==> config.mk <==
export PLATFORM = sky130hd
export DESIGN_NAME = twowire_cmd_tx
export DESIGN_NICKNAME = d
export VERILOG_FILES = /design/src/rtl/twc_pkg.sv /design/src/rtl/twc_sync2.sv /design/src/rtl/twc_phase_timer.sv /design/src/rtl/twc_sequencer.sv /design/src/rtl/twowire_cmd_tx.sv
export SDC_FILE = /design/constraint.sdc
export NUM_CORES = 1
export LEC_CHECK = 0
export ABC_AREA = 1
export CAP_MARGIN = 20
export CORE_MARGIN = 2
export CORE_UTILIZATION = 60
export CTS_BUF_LIST = sky130_fd_sc_hd__clkbuf_4 sky130_fd_sc_hd__clkbuf_8
export CTS_CLUSTER_SIZE = 16
export DETAILED_ROUTE_END_ITERATION = 16
export GPL_TIMING_DRIVEN = 1
export PLACE_DENSITY = 0.79
export SLEW_MARGIN = 10
export SYNTH_ARGS = -nofsm -noshare
export SYNTH_HDL_FRONTEND = slang
export SYNTH_SLANG_ARGS = --single-unit
==> constraint.sdc <==
create_clock -name clk -period 1.4 [get_ports clk]
set_input_delay 0.28 -clock clk [delete_from_list [all_inputs] [get_ports clk]]
set_output_delay 0.28 -clock clk [all_outputs]
set_load 0.02 [all_outputs]
==> src/rtl/twc_pkg.sv <==
package twc_pkg;
  typedef enum logic [3:0] {
    S_IDLE,
    S_RST_HI,
    S_RST_LO,
    S_PRE,
    S_CK_UP1,
    S_DAT_DN,
    S_CK_DN1,
    S_CK_UP2,
    S_DAT_UP,
    S_CK_DN2,
    S_BIT_LO,
    S_BIT_HI,
    S_ACK_SET,
    S_ACK_HI,
    S_FIN
  } phase_e;
endpackage

==> src/rtl/twc_sync2.sv <==
module twc_sync2 #(
  parameter int   STAGES  = 2,
  parameter logic RST_VAL = 1'b1
) (
  input  logic clk,
  input  logic rst_n,
  input  logic d_i,
  output logic q_o
);
  logic [STAGES-1:0] ff_q;
  logic [STAGES-1:0] ff_d;

  generate
    if (STAGES == 1) begin : g_one
      assign ff_d = d_i;
    end else begin : g_chain
      assign ff_d = {ff_q[STAGES-2:0], d_i};
    end
  endgenerate

  always_ff @(posedge clk or negedge rst_n) begin
    if (!rst_n) ff_q <= {STAGES{RST_VAL}};
    else        ff_q <= ff_d;
  end

  assign q_o = ff_q[STAGES-1];
endmodule

==> src/rtl/twc_phase_timer.sv <==
module twc_phase_timer #(
  parameter int MAX_LEN = 31250,
  parameter int CW      = $clog2(MAX_LEN + 1)
) (
  input  logic          clk,
  input  logic          rst_n,
  input  logic          load_i,
  input  logic [CW-1:0] len_i,
  output logic          expire_o
);
  logic [CW-1:0] cnt_q;
  logic [CW-1:0] cnt_d;

  always_comb begin
    cnt_d = cnt_q;
    if (load_i)             cnt_d = len_i - 1'b1;
    else if (cnt_q != '0)   cnt_d = cnt_q - 1'b1;
  end

  always_ff @(posedge clk or negedge rst_n) begin
    if (!rst_n) cnt_q <= '0;
    else        cnt_q <= cnt_d;
  end

  assign expire_o = (cnt_q == '0);

  // a phase never lasts longer than the longest programmed length
  p_cnt_bound_r4: assert property (@(posedge clk) disable iff (!rst_n)
    cnt_q < CW'(MAX_LEN));
endmodule

==> src/rtl/twc_sequencer.sv <==
module twc_sequencer
  import twc_pkg::*;
#(
  parameter int TICK_CYC   = 31250,
  parameter int SETTLE_CYC = 500,
  parameter int CMD_W      = 8,
  parameter int RST_PULSES = 9,
  parameter int CW         = $clog2(TICK_CYC + 1)
) (
  input  logic             clk,
  input  logic             rst_n,
  input  logic             start_i,
  input  logic [CMD_W-1:0] cmd_i,
  input  logic             rst_en_i,
  input  logic             dat_sync_i,
  input  logic             expire_i,
  output logic             load_o,
  output logic [CW-1:0]    len_o,
  output logic             sck_o,
  output logic             pull_o,
  output logic             busy_o,
  output logic             done_o,
  output logic             ack_err_o
);
  localparam int NMAX  = (RST_PULSES > CMD_W) ? RST_PULSES : CMD_W;
  localparam int NW    = $clog2(NMAX + 1);
  localparam logic [NW-1:0] RST_LAST = NW'(RST_PULSES - 1);
  localparam logic [NW-1:0] BIT_LAST = NW'(CMD_W - 1);
  localparam logic [CW-1:0] LEN_TICK = CW'(TICK_CYC);
  localparam logic [CW-1:0] LEN_SET  = CW'(SETTLE_CYC + 1);
  localparam logic [CW-1:0] LEN_ONE  = CW'(1);

  phase_e           st_q, st_d;
  logic [CMD_W-1:0] sh_q, sh_d;
  logic [NW-1:0]    cnt_q, cnt_d;
  logic             err_q, err_d;
  logic             sck_q, sck_d;
  logic             pull_q, pull_d;
  logic             sck_base, pull_base;

  // next-state process
  always_comb begin
    st_d  = st_q;
    sh_d  = sh_q;
    cnt_d = cnt_q;
    err_d = err_q;
    case (st_q)
      S_IDLE: if (start_i) begin
        sh_d  = cmd_i;
        cnt_d = '0;
        err_d = 1'b0;
        st_d  = rst_en_i ? S_RST_HI : S_PRE;
      end
      S_RST_HI: if (expire_i) st_d = S_RST_LO;
      S_RST_LO: if (expire_i) begin
        if (cnt_q == RST_LAST) begin
          cnt_d = '0;
          st_d  = S_PRE;
        end else begin
          cnt_d = cnt_q + 1'b1;
          st_d  = S_RST_HI;
        end
      end
      S_PRE:    if (expire_i) st_d = S_CK_UP1;
      S_CK_UP1: if (expire_i) st_d = S_DAT_DN;
      S_DAT_DN: if (expire_i) st_d = S_CK_DN1;
      S_CK_DN1: if (expire_i) st_d = S_CK_UP2;
      S_CK_UP2: if (expire_i) st_d = S_DAT_UP;
      S_DAT_UP: if (expire_i) st_d = S_CK_DN2;
      S_CK_DN2: if (expire_i) st_d = S_BIT_LO;
      S_BIT_LO: if (expire_i) st_d = S_BIT_HI;
      S_BIT_HI: if (expire_i) begin
        if (cnt_q == BIT_LAST) begin
          st_d = S_ACK_SET;
        end else begin
          cnt_d = cnt_q + 1'b1;
          sh_d  = {sh_q[CMD_W-2:0], 1'b0};
          st_d  = S_BIT_LO;
        end
      end
      S_ACK_SET: if (expire_i) st_d = S_ACK_HI;
      S_ACK_HI: if (expire_i) begin
        err_d = dat_sync_i;
        st_d  = S_FIN;
      end
      S_FIN:   st_d = S_IDLE;
      default: st_d = S_IDLE;
    endcase

    load_o = (st_d != st_q);
    if (st_d == S_ACK_SET)  len_o = LEN_SET;
    else if (st_d == S_FIN) len_o = LEN_ONE;
    else                    len_o = LEN_TICK;

    sck_base  = (st_d == S_RST_HI) || (st_d == S_CK_UP1) || (st_d == S_DAT_DN) ||
                (st_d == S_CK_UP2) || (st_d == S_DAT_UP) || (st_d == S_BIT_HI) ||
                (st_d == S_ACK_HI);
    pull_base = (st_d == S_DAT_DN) || (st_d == S_CK_DN1) || (st_d == S_CK_UP2) ||
                (((st_d == S_BIT_LO) || (st_d == S_BIT_HI)) && !sh_d[CMD_W-1]);
    sck_d  = sck_base;
    // keep data steady in the cycle the clock falls; change it one cycle later
    pull_d = (sck_q && !sck_base) ? pull_q : pull_base;
  end

  // register process
  always_ff @(posedge clk or negedge rst_n) begin
    if (!rst_n) begin
      st_q   <= S_IDLE;
      sh_q   <= '0;
      cnt_q  <= '0;
      err_q  <= 1'b0;
      sck_q  <= 1'b0;
      pull_q <= 1'b0;
    end else begin
      st_q   <= st_d;
      sh_q   <= sh_d;
      cnt_q  <= cnt_d;
      err_q  <= err_d;
      sck_q  <= sck_d;
      pull_q <= pull_d;
    end
  end

  assign sck_o     = sck_q;
  assign pull_o    = pull_q;
  assign busy_o    = (st_q != S_IDLE);
  assign done_o    = (st_q == S_FIN);
  assign ack_err_o = err_q;

  // data pull is steady across every clock edge
  p_edge_quiet_r5: assert property (@(posedge clk) disable iff (!rst_n)
    (sck_q != $past(sck_q)) |-> (pull_q == $past(pull_q)));
  // with the clock held high, data moves only inside the start marker
  p_high_quiet_r5: assert property (@(posedge clk) disable iff (!rst_n)
    (sck_q && $past(sck_q) && (pull_q != $past(pull_q))) |->
      ((st_q == S_DAT_DN) || (st_q == S_DAT_UP)));
  // data released through the connection reset pulses
  p_rst_released_r2: assert property (@(posedge clk) disable iff (!rst_n)
    ((st_q == S_RST_HI) || (st_q == S_RST_LO)) |-> !pull_q);
  // data released while the ninth clock is high
  p_ack_released_r6: assert property (@(posedge clk) disable iff (!rst_n)
    (st_q == S_ACK_HI) |-> !pull_q);
  // ack flag follows the synchronized line at the end of the ninth high phase
  p_ack_capture_r7: assert property (@(posedge clk) disable iff (!rst_n)
    ((st_q == S_ACK_HI) && expire_i) |=> (ack_err_o == $past(dat_sync_i)));
  // done is a single cycle with the link idle, followed by idle
  p_done_idle_r8: assert property (@(posedge clk) disable iff (!rst_n)
    done_o |-> (!sck_q && !pull_q));
  p_done_once_r8: assert property (@(posedge clk) disable iff (!rst_n)
    done_o |=> (!done_o && !busy_o));
  // captured command only shifts during the bit phases
  p_cmd_hold_r9: assert property (@(posedge clk) disable iff (!rst_n)
    (busy_o && (st_q != S_BIT_HI)) |=> (sh_q == $past(sh_q)));
  // ack flag only changes on completion or on an accepted start
  p_err_hold_r10: assert property (@(posedge clk) disable iff (!rst_n)
    (ack_err_o != $past(ack_err_o)) |-> (done_o || ($past(st_q) == S_IDLE)));
endmodule

==> src/rtl/twowire_cmd_tx.sv <==
module twowire_cmd_tx #(
  parameter int TICK_CYC    = 31250,
  parameter int SETTLE_CYC  = 500,
  parameter int CMD_W       = 8,
  parameter int RST_PULSES  = 9,
  parameter int SYNC_STAGES = 2
) (
  input  logic             clk,
  input  logic             rst_n,
  input  logic             start_i,
  input  logic [CMD_W-1:0] cmd_i,
  input  logic             rst_en_i,
  output logic             link_sck_o,
  output logic             link_pull_o,
  input  logic             link_dat_i,
  output logic             busy_o,
  output logic             done_o,
  output logic             ack_error_o
);
  localparam int CW = $clog2(TICK_CYC + 1);

  logic          rst_n_s;
  logic          dat_sync;
  logic          tmr_load;
  logic [CW-1:0] tmr_len;
  logic          tmr_expire;

  // asynchronous assert, synchronous release
  twc_sync2 #(.STAGES(2), .RST_VAL(1'b0)) u_rst_sync (
    .clk   (clk),
    .rst_n (rst_n),
    .d_i   (1'b1),
    .q_o   (rst_n_s)
  );

  twc_sync2 #(.STAGES(SYNC_STAGES), .RST_VAL(1'b1)) u_dat_sync (
    .clk   (clk),
    .rst_n (rst_n_s),
    .d_i   (link_dat_i),
    .q_o   (dat_sync)
  );

  twc_phase_timer #(.MAX_LEN(TICK_CYC), .CW(CW)) u_timer (
    .clk      (clk),
    .rst_n    (rst_n_s),
    .load_i   (tmr_load),
    .len_i    (tmr_len),
    .expire_o (tmr_expire)
  );

  twc_sequencer #(
    .TICK_CYC   (TICK_CYC),
    .SETTLE_CYC (SETTLE_CYC),
    .CMD_W      (CMD_W),
    .RST_PULSES (RST_PULSES),
    .CW         (CW)
  ) u_seq (
    .clk        (clk),
    .rst_n      (rst_n_s),
    .start_i    (start_i),
    .cmd_i      (cmd_i),
    .rst_en_i   (rst_en_i),
    .dat_sync_i (dat_sync),
    .expire_i   (tmr_expire),
    .load_o     (tmr_load),
    .len_o      (tmr_len),
    .sck_o      (link_sck_o),
    .pull_o     (link_pull_o),
    .busy_o     (busy_o),
    .done_o     (done_o),
    .ack_err_o  (ack_error_o)
  );
endmodule

==> results of run 1 <==
-- Yosys cell counts (2+ instances only) --
master / number
a21oi_1: 13
a22oi_1: 7
buf_6: 3
clkbuf_1: 2
dfrtp_1: 36
dfstp_2: 2
ha_1: 3
inv_1: 37
inv_2: 8
nand2_1: 89
nand2_2: 14
nand3_1: 24
nand3_2: 3
nand4_1: 7
nor2_1: 40
nor2_2: 6
nor2_4: 4
nor3_1: 5
o211ai_1: 6
o21ai_0: 11
o21ai_1: 2
o22ai_1: 2
or2_2: 2
xor2_1: 3
-- stage by stage --
step	std cells	setup TNS (ns)	util
2_1_floorplan	344	-13.16	-
3_3_place_gp	487	-24.18	0.838
3_5_place_dp	487	-25.51	0.838
4_1_cts	513	-22.19	0.968
-- what timing repair did --
item | 4_1_cts
endpoints found under the setup margin | 39
cloned | 1
setup buffers | 17
pin swaps | 35
resized for setup | 84
-- cell families after synthesis --
family                   share of synthesized area
XOR/XNOR                                    0.0141
AND/OR/NAND/NOR                              0.379
flip-flops                                   0.385
adder cells (fa/ha/maj)                     0.0151
AO/OA/AOI/OAI                                0.116
other                                      0.00151
buffers and inverters                       0.0904
==> reports/metrics.cfg, run 1 <==
[yosys]
syn_area_per_cell_um2=7.21
synth_async_sr_flop_share=1.00
synth.top_cell.area_share=0.363
synth_nets=360
ys_types=39
synth_edf_count=0
ys_warn_count=0
synth-main-ff-cell=dfrtp_1
ys_seq_elements=38
synth_top_area_cell=dfrtp_1
synth_area_leaders=dfrtp_1 36%, nand2_1 13%, nor2_1 6.1%
syn_inst=344
synth-seq-area-share=0.385
netlist_area_mm2=0.00248

[outcome]
status=stopped before the end
lastStage=5_1_grt
firstError=[ERROR DPL-0038] Utilization greater than 100%, impossible to legalize

[clock_network]
cts_root_buf=clkbuf_8
cts_sinks=38
ctsHoldBuffers=0
cts_buffers=5
h-tree-depth=2
clockBufferDepth=2

[placement]
place_area_mm2=0.00335
portBuffers=17
gp_congestion=0.899
place_ws_ns=-1.34
dp_hpwl_um=5280

[floorplan]
dieWidth_um=68.3
row_count=23
die_h_um=68.3
ios=18
start_util=0.620

[sta]
grt-worst-endpoint=u_timer.cnt_q[10]$_DFFE_PN0P_/D
worst_path_end_type=register input

[global_routing]
grt_max_degree=32

==> run 2, diff against run 1 <==
CORE_UTILIZATION = 40   (was 60)
CTS_BUF_LIST = unset   (was sky130_fd_sc_hd__clkbuf_4 sky130_fd_sc_hd__clkbuf_8)
CTS_CLUSTER_SIZE = unset   (was 16)
PLACE_DENSITY = unset   (was 0.79)
PLACE_DENSITY_LB_ADDON = 0.15   (was unset)
==> reports/metrics.cfg, run 2 <==
[outcome]
status=finished with violations
violations=setup timing

[clock_network]
cts_sinks=38
clk_pin_slew_worst_paths_ns=0.07
ctsHoldBuffers=0
clockBufferDepth=2
cts_buffers=5
h-tree-depth=2
clkLatencyLatePin_ns=0.29
cts_tree=yes
cts_root_buf=clkbuf_8

[critical_path]
r2r-end=u_timer.cnt_q[14]
required_ns=1.62
ff2ff_setup_slack_ns=-1.28
r2r_cells=21
cp_common_cell=nand2_2
crit_path_top_delay_cell=dfrtp_1
startpoint_type=flop
worstSetupStartpoint=u_timer.cnt_q[9]
path_cells=nor2_1, nand2_1, nor2_4, nand2_4, buf_6, nand2_4, nand2_2, nand2_2, nand2_2, nand2_2, nand3_4, buf_6, nand3_4, nand2_2, inv_2, ha_4, nand3_4, nor3_4, buf_4, nand3_1, a21oi_2
cp.buffers_inverters=4
cp_max_fo=6
max_stage_delay_ns=0.42
reg2reg_from=u_timer.cnt_q[9]
critPathKind=flop to flop
cp.depth=21
worstPathArrival_ns=2.90
cp_top_family=simple AND/OR/NAND/NOR gates
crit_end=u_timer.cnt_q[14]
crit_path_end_kind=flop

[placement]
portBuffers=17
dp_hpwl_um=5270
place_ws_ns=-1.34
gp_congestion=0.914

[sta]
slew_viol_final=0
finClkSkew_ns=0.00859
hold-worst-slack_ns=0.112
hold_viol_final=0
maxClockFrequency_mhz=373
period_minus_slack_ns=2.68
setup_tns_ns=-24.63
setup_violations=36
period_share=1.91
grt_setup_unrepaired=yes
fin_ws_ns=-1.28

[floorplan]
start_util=0.416
ios=18
die_h_um=82.7
dieWidth_um=82.7
die_area_mm2=0.00684
row_count=28
core_mm2=0.00596

[yosys]
synth_async_sr_flop_share=1.00
synth_top_area_cell=dfrtp_1
ys_types=39
synthTopCellsByCount=89 x nand2_1, 40 x nor2_1, 37 x inv_1, 36 x dfrtp_1, 24 x nand3_1
synth_nets=360
yosysMostFrequentCell=nand2_1
syn_area_per_cell_um2=7.21
synth_edf_count=0
synth-seq-area-share=0.385
ys_warn_count=0
synth_area_leaders=dfrtp_1 36%, nand2_1 13%, nor2_1 6.1%
netlist_area_mm2=0.00248
synth-main-ff-cell=dfrtp_1
ys_seq_elements=38
synth.top_cell.area_share=0.363
syn_inst=344

[power_and_ir_drop]
switchingPower_mw=4.25
seqPwrFrac=0.194
fin_total_pwr_mw=9.54
combPwrFrac=0.704
p_clk_frac=0.101
p_int_mw=5.30
leakagePower_nw=2.19
netSwitchingFraction=0.445
power_density_mw_per_mm2=2240
max-vdd-ir-drop_mv=1.43

[cells_and_area]
top_register=u_timer.cnt_q
reg_top3=u_timer.cnt_q: 15 flops, u_seq.sh_q: 8 flops
largest_reg_flops=15
drive_gt1_frac=0.524
antenna-diode-count=0
mostFrequentLayoutCells=99 x buf_4, 62 x nand2_1, 32 x dfrtp_1
area_growth_pct=72.1
fillers=426
final_util=0.716
final_net_count=496
final_common_cell=buf_4

[route]
routed_wl_um=7830
ant_nets=0
vias_per_cell=5.00
vias=2779
drt_iter0_markers=142
drc=0
wire_per_inst_um=14.1
firstDrtPassIters=5

[global_routing]
grt_pass1_vias=2520
grt_max_degree=18
overflow=0
grt_pass1_wl_um=11800
antenna_found_initial=0
gr-usage-all-layers=0.230

[hold_path]
hold_path_class=flop to async pin

[run]
drv_cap=0

run 2: timing repair:
action	CTS	global route
setup buffers	14	12
pin swaps	44	49
setup endpoints to repair	39	36
resized for setup	95	59
run 2: metrics by stage:
stage	instance area, um^2	cells
2_1_floorplan	2540	344
3_3_place_gp	3480	526
3_5_place_dp	3480	526
4_1_cts	3950	546
5_1_grt	4270	556
6_report	4270	556
run 2: power groups by stage:
stage | logic [mW] | clock network (mW) | registers, mW
after floorplan | 2.79 | 0 | 1.80
after CTS | 5.84 | 0.982 | 1.82
after detailed placement | 4.83 | 0 | 1.81
after global routing | 7.26 | 1.02 | 1.91
after global placement | 4.76 | 0 | 1.81
final | 6.72 | 0.969 | 1.86
run 2: final cells by class:
cell class	instances	area [um^2]	share of cell area
inverter	46	193	0.0452
multi-input combinational	254	1770	0.414
sequential	38	958	0.225
tap	75	93.8	0.0220
timing repair buffer	135	1140	0.267
clock buffer	7	86.3	0.0202
clock inverter	1	30.0	0.00704
run 2: routing by layer:
layer,routed length (um),global-route usage
met5,0,0
met4,214,0.0590
met3,361,0.0370
met2,3940,0.397
met1,3310,0.300
run 2: logic make-up after synthesis:
logic type / count (synthesis) / share of synthesized area
XOR/XNOR: 4 / 0.0141
AND/OR/NAND/NOR: 199 / 0.379
AO/OA/AOI/OAI: 47 / 0.116
adder cells (fa/ha/maj): 3 / 0.0151
buffers and inverters: 52 / 0.0904
flip-flops: 38 / 0.385
other: 1 / 0.00151
run 2: worst min-delay path by stage:
stage / to / slack [ns] / from
global route: u_timer.cnt_q[8] / 0.14 / u_rst_sync.ff_q[1]
floorplan: u_rst_sync.ff_q[0] / -0.02 / rst_n
CTS: u_timer.cnt_q[5] / 0.12 / u_rst_sync.ff_q[1]
detailed placement: u_timer.cnt_q[5] / 0.12 / u_rst_sync.ff_q[1]
finish: u_timer.cnt_q[5] / 0.11 / u_rst_sync.ff_q[1]
global placement: u_timer.cnt_q[5] / 0.11 / u_rst_sync.ff_q[1]
(Power assumes the default switching activity.)
==> run 3, diff against run 2 <==
CORE_MARGIN = unset   (was 2)
==> reports/metrics.cfg, run 3 (synthesis results as in run 2) <==
[outcome]
status=finished with violations
violations=setup timing

[cells_and_area]
fillers=454
largest_reg_flops=15
final_cells=568
antenna-diode-count=0
drive_gt1_frac=0.533
reg_top3=u_timer.cnt_q: 15 flops, u_seq.sh_q: 8 flops
area_growth_pct=71.4
mostFrequentLayoutCells=108 x buf_4, 66 x nand2_1, 32 x dfrtp_1
top_register=u_timer.cnt_q
final_net_count=508
final_common_cell=buf_4

[critical_path]
cp.depth=17
critPathKind=flop to flop
path_cells=nor2_1, nand2_1, nor2_2, nand2_2, buf_6, o211ai_1, nand2_2, nand3_4, inv_2, buf_4, nand2_2, nand2_1, nor2_1, nand2_2, nor2_4, xor2_1, nor2_1
startpoint_type=flop
cp_top_family=simple AND/OR/NAND/NOR gates
max_stage_delay_ns=0.40
cp_common_cell=nand2_2
crit_path_top_delay_cell=dfrtp_1
cp.buffers_inverters=3
cp_max_fo=5
crit_path_end_kind=flop
worstPathArrival_ns=2.89
required_ns=1.59
r2r_cells=17

[route]
ant_nets=0
drt-met1-wl_um=3410
routed.top_layer=met4
vias=2874
firstDrtPassIters=4
routed-wl-met2_um=4300
vias_per_cell=5.06
wl_met3_um=229
drc=0
routed_wl_um=8090
drt_iter0_markers=118
wire_per_inst_um=14.2

[floorplan]
core_mm2=0.00596
start_util=0.416
die_h_um=80.7
die_area_mm2=0.00652
ios=18
row_count=28
dieWidth_um=80.7

[sta]
maxClockFrequency_mhz=369
fin_ws_ns=-1.31
slew_viol_final=0
hold_viol_final=0
period_share=1.93
hold-worst-slack_ns=0.143
finClkSkew_ns=0.00847
setup_violations=36
grt_setup_unrepaired=yes
period_minus_slack_ns=2.71

[clock_network]
cts_tree=yes
clkLatencyLatePin_ns=0.29
cts_root_buf=clkbuf_8
ctsHoldBuffers=0
h-tree-depth=2
clockBufferDepth=2
cts_sinks=38
clk_pin_slew_worst_paths_ns=0.08
cts_buffers=5

[global_routing]
grt_pass1_vias=2689
grt_max_degree=37
gr-usage-all-layers=0.245
overflow=0
antenna_found_initial=0
grt_pass1_wl_um=12000

[hold_path]
hold_path_class=input port to async pin

[power_and_ir_drop]
leakagePower_nw=2.22
power_density_mw_per_mm2=2110
max-vdd-ir-drop_mv=1.28

[placement]
gp_congestion=0.906
place_ws_ns=-1.28
dp.cells=523
portBuffers=17
dp_hpwl_um=5200

[run]
drv_cap=0

[run 3: changes by cell type in the layout (fill, tap and decap cells not counted), moves of 3 or more]
cell / before / now
buf_4: 99 / 108
buf_6: 19 / 22
nand2_1: 62 / 66
nand2_2: 27 / 31
nand2_4: 15 / 7
nand3_2: 6 / 9
nand3_4: 10 / 5
[run 3: worst paths after layout]
path / from / end / slack [ns]
setup / recovery: u_timer.cnt_q[9] / u_timer.cnt_q[8] / -1.31
hold / removal: rst_n / u_rst_sync.ff_q[0] / 0.14
hold reg to reg: u_rst_sync.ff_q[1] / u_seq.sck_o / 0.29
min in group clk: u_rst_sync.ff_q[0] / u_rst_sync.ff_q[1] / 0.35
setup reg to reg: u_timer.cnt_q[9] / u_timer.cnt_q[8] / -1.31
max in group asynchronous: u_rst_sync.ff_q[1] / u_dat_sync.ff_q[0] / 0.76
[run 3: routing by layer]
layer  global-route usage  up-vias
li1                     -     1405
met4               0.0786        0
met1                0.304     1384
met2                0.425       67
met5                    0        -
met3               0.0466       18
[run 3: final cells by class]
class | instances | area, um^2 | share of cell area
inverters | 46 | 190 | 0.0448
multi-input cells | 254 | 1670 | 0.393
clock inverters | 2 | 12.5 | 0.00295
flip-flops and latches | 38 | 958 | 0.226
clock buffers | 6 | 82.6 | 0.0194
well taps | 75 | 93.8 | 0.0221
repair buffers | 147 | 1240 | 0.292
[run 3: timing repair]
action	4_1_cts	5_1_grt
pin swaps	28	28
resized for setup	85	49
setup buffers	25	17
endpoints found under the setup margin	39	36
hold endpoints to repair	0	0
cloned	1	0
[run 3: where the power goes]
group / internal (mW) / switching [mW] / total [mW]
Combinational: 3.02 / 3.30 / 6.32
Sequential: 1.53 / 0.293 / 1.82
Clock: 0.396 / 0.414 / 0.810
[run 3: through the flow]
stage          setup TNS (ns)   util  area (um^2)  power, mW
4_1_cts                -25.96  0.665         3960       8.21
3_5_place_dp           -23.30  0.580         3450       6.55
2_1_floorplan          -13.16      -         2540       4.59
5_1_grt                -34.06  0.713         4250       9.58
6_report               -29.75  0.713         4250       8.95
3_3_place_gp           -22.13  0.580         3450       6.47
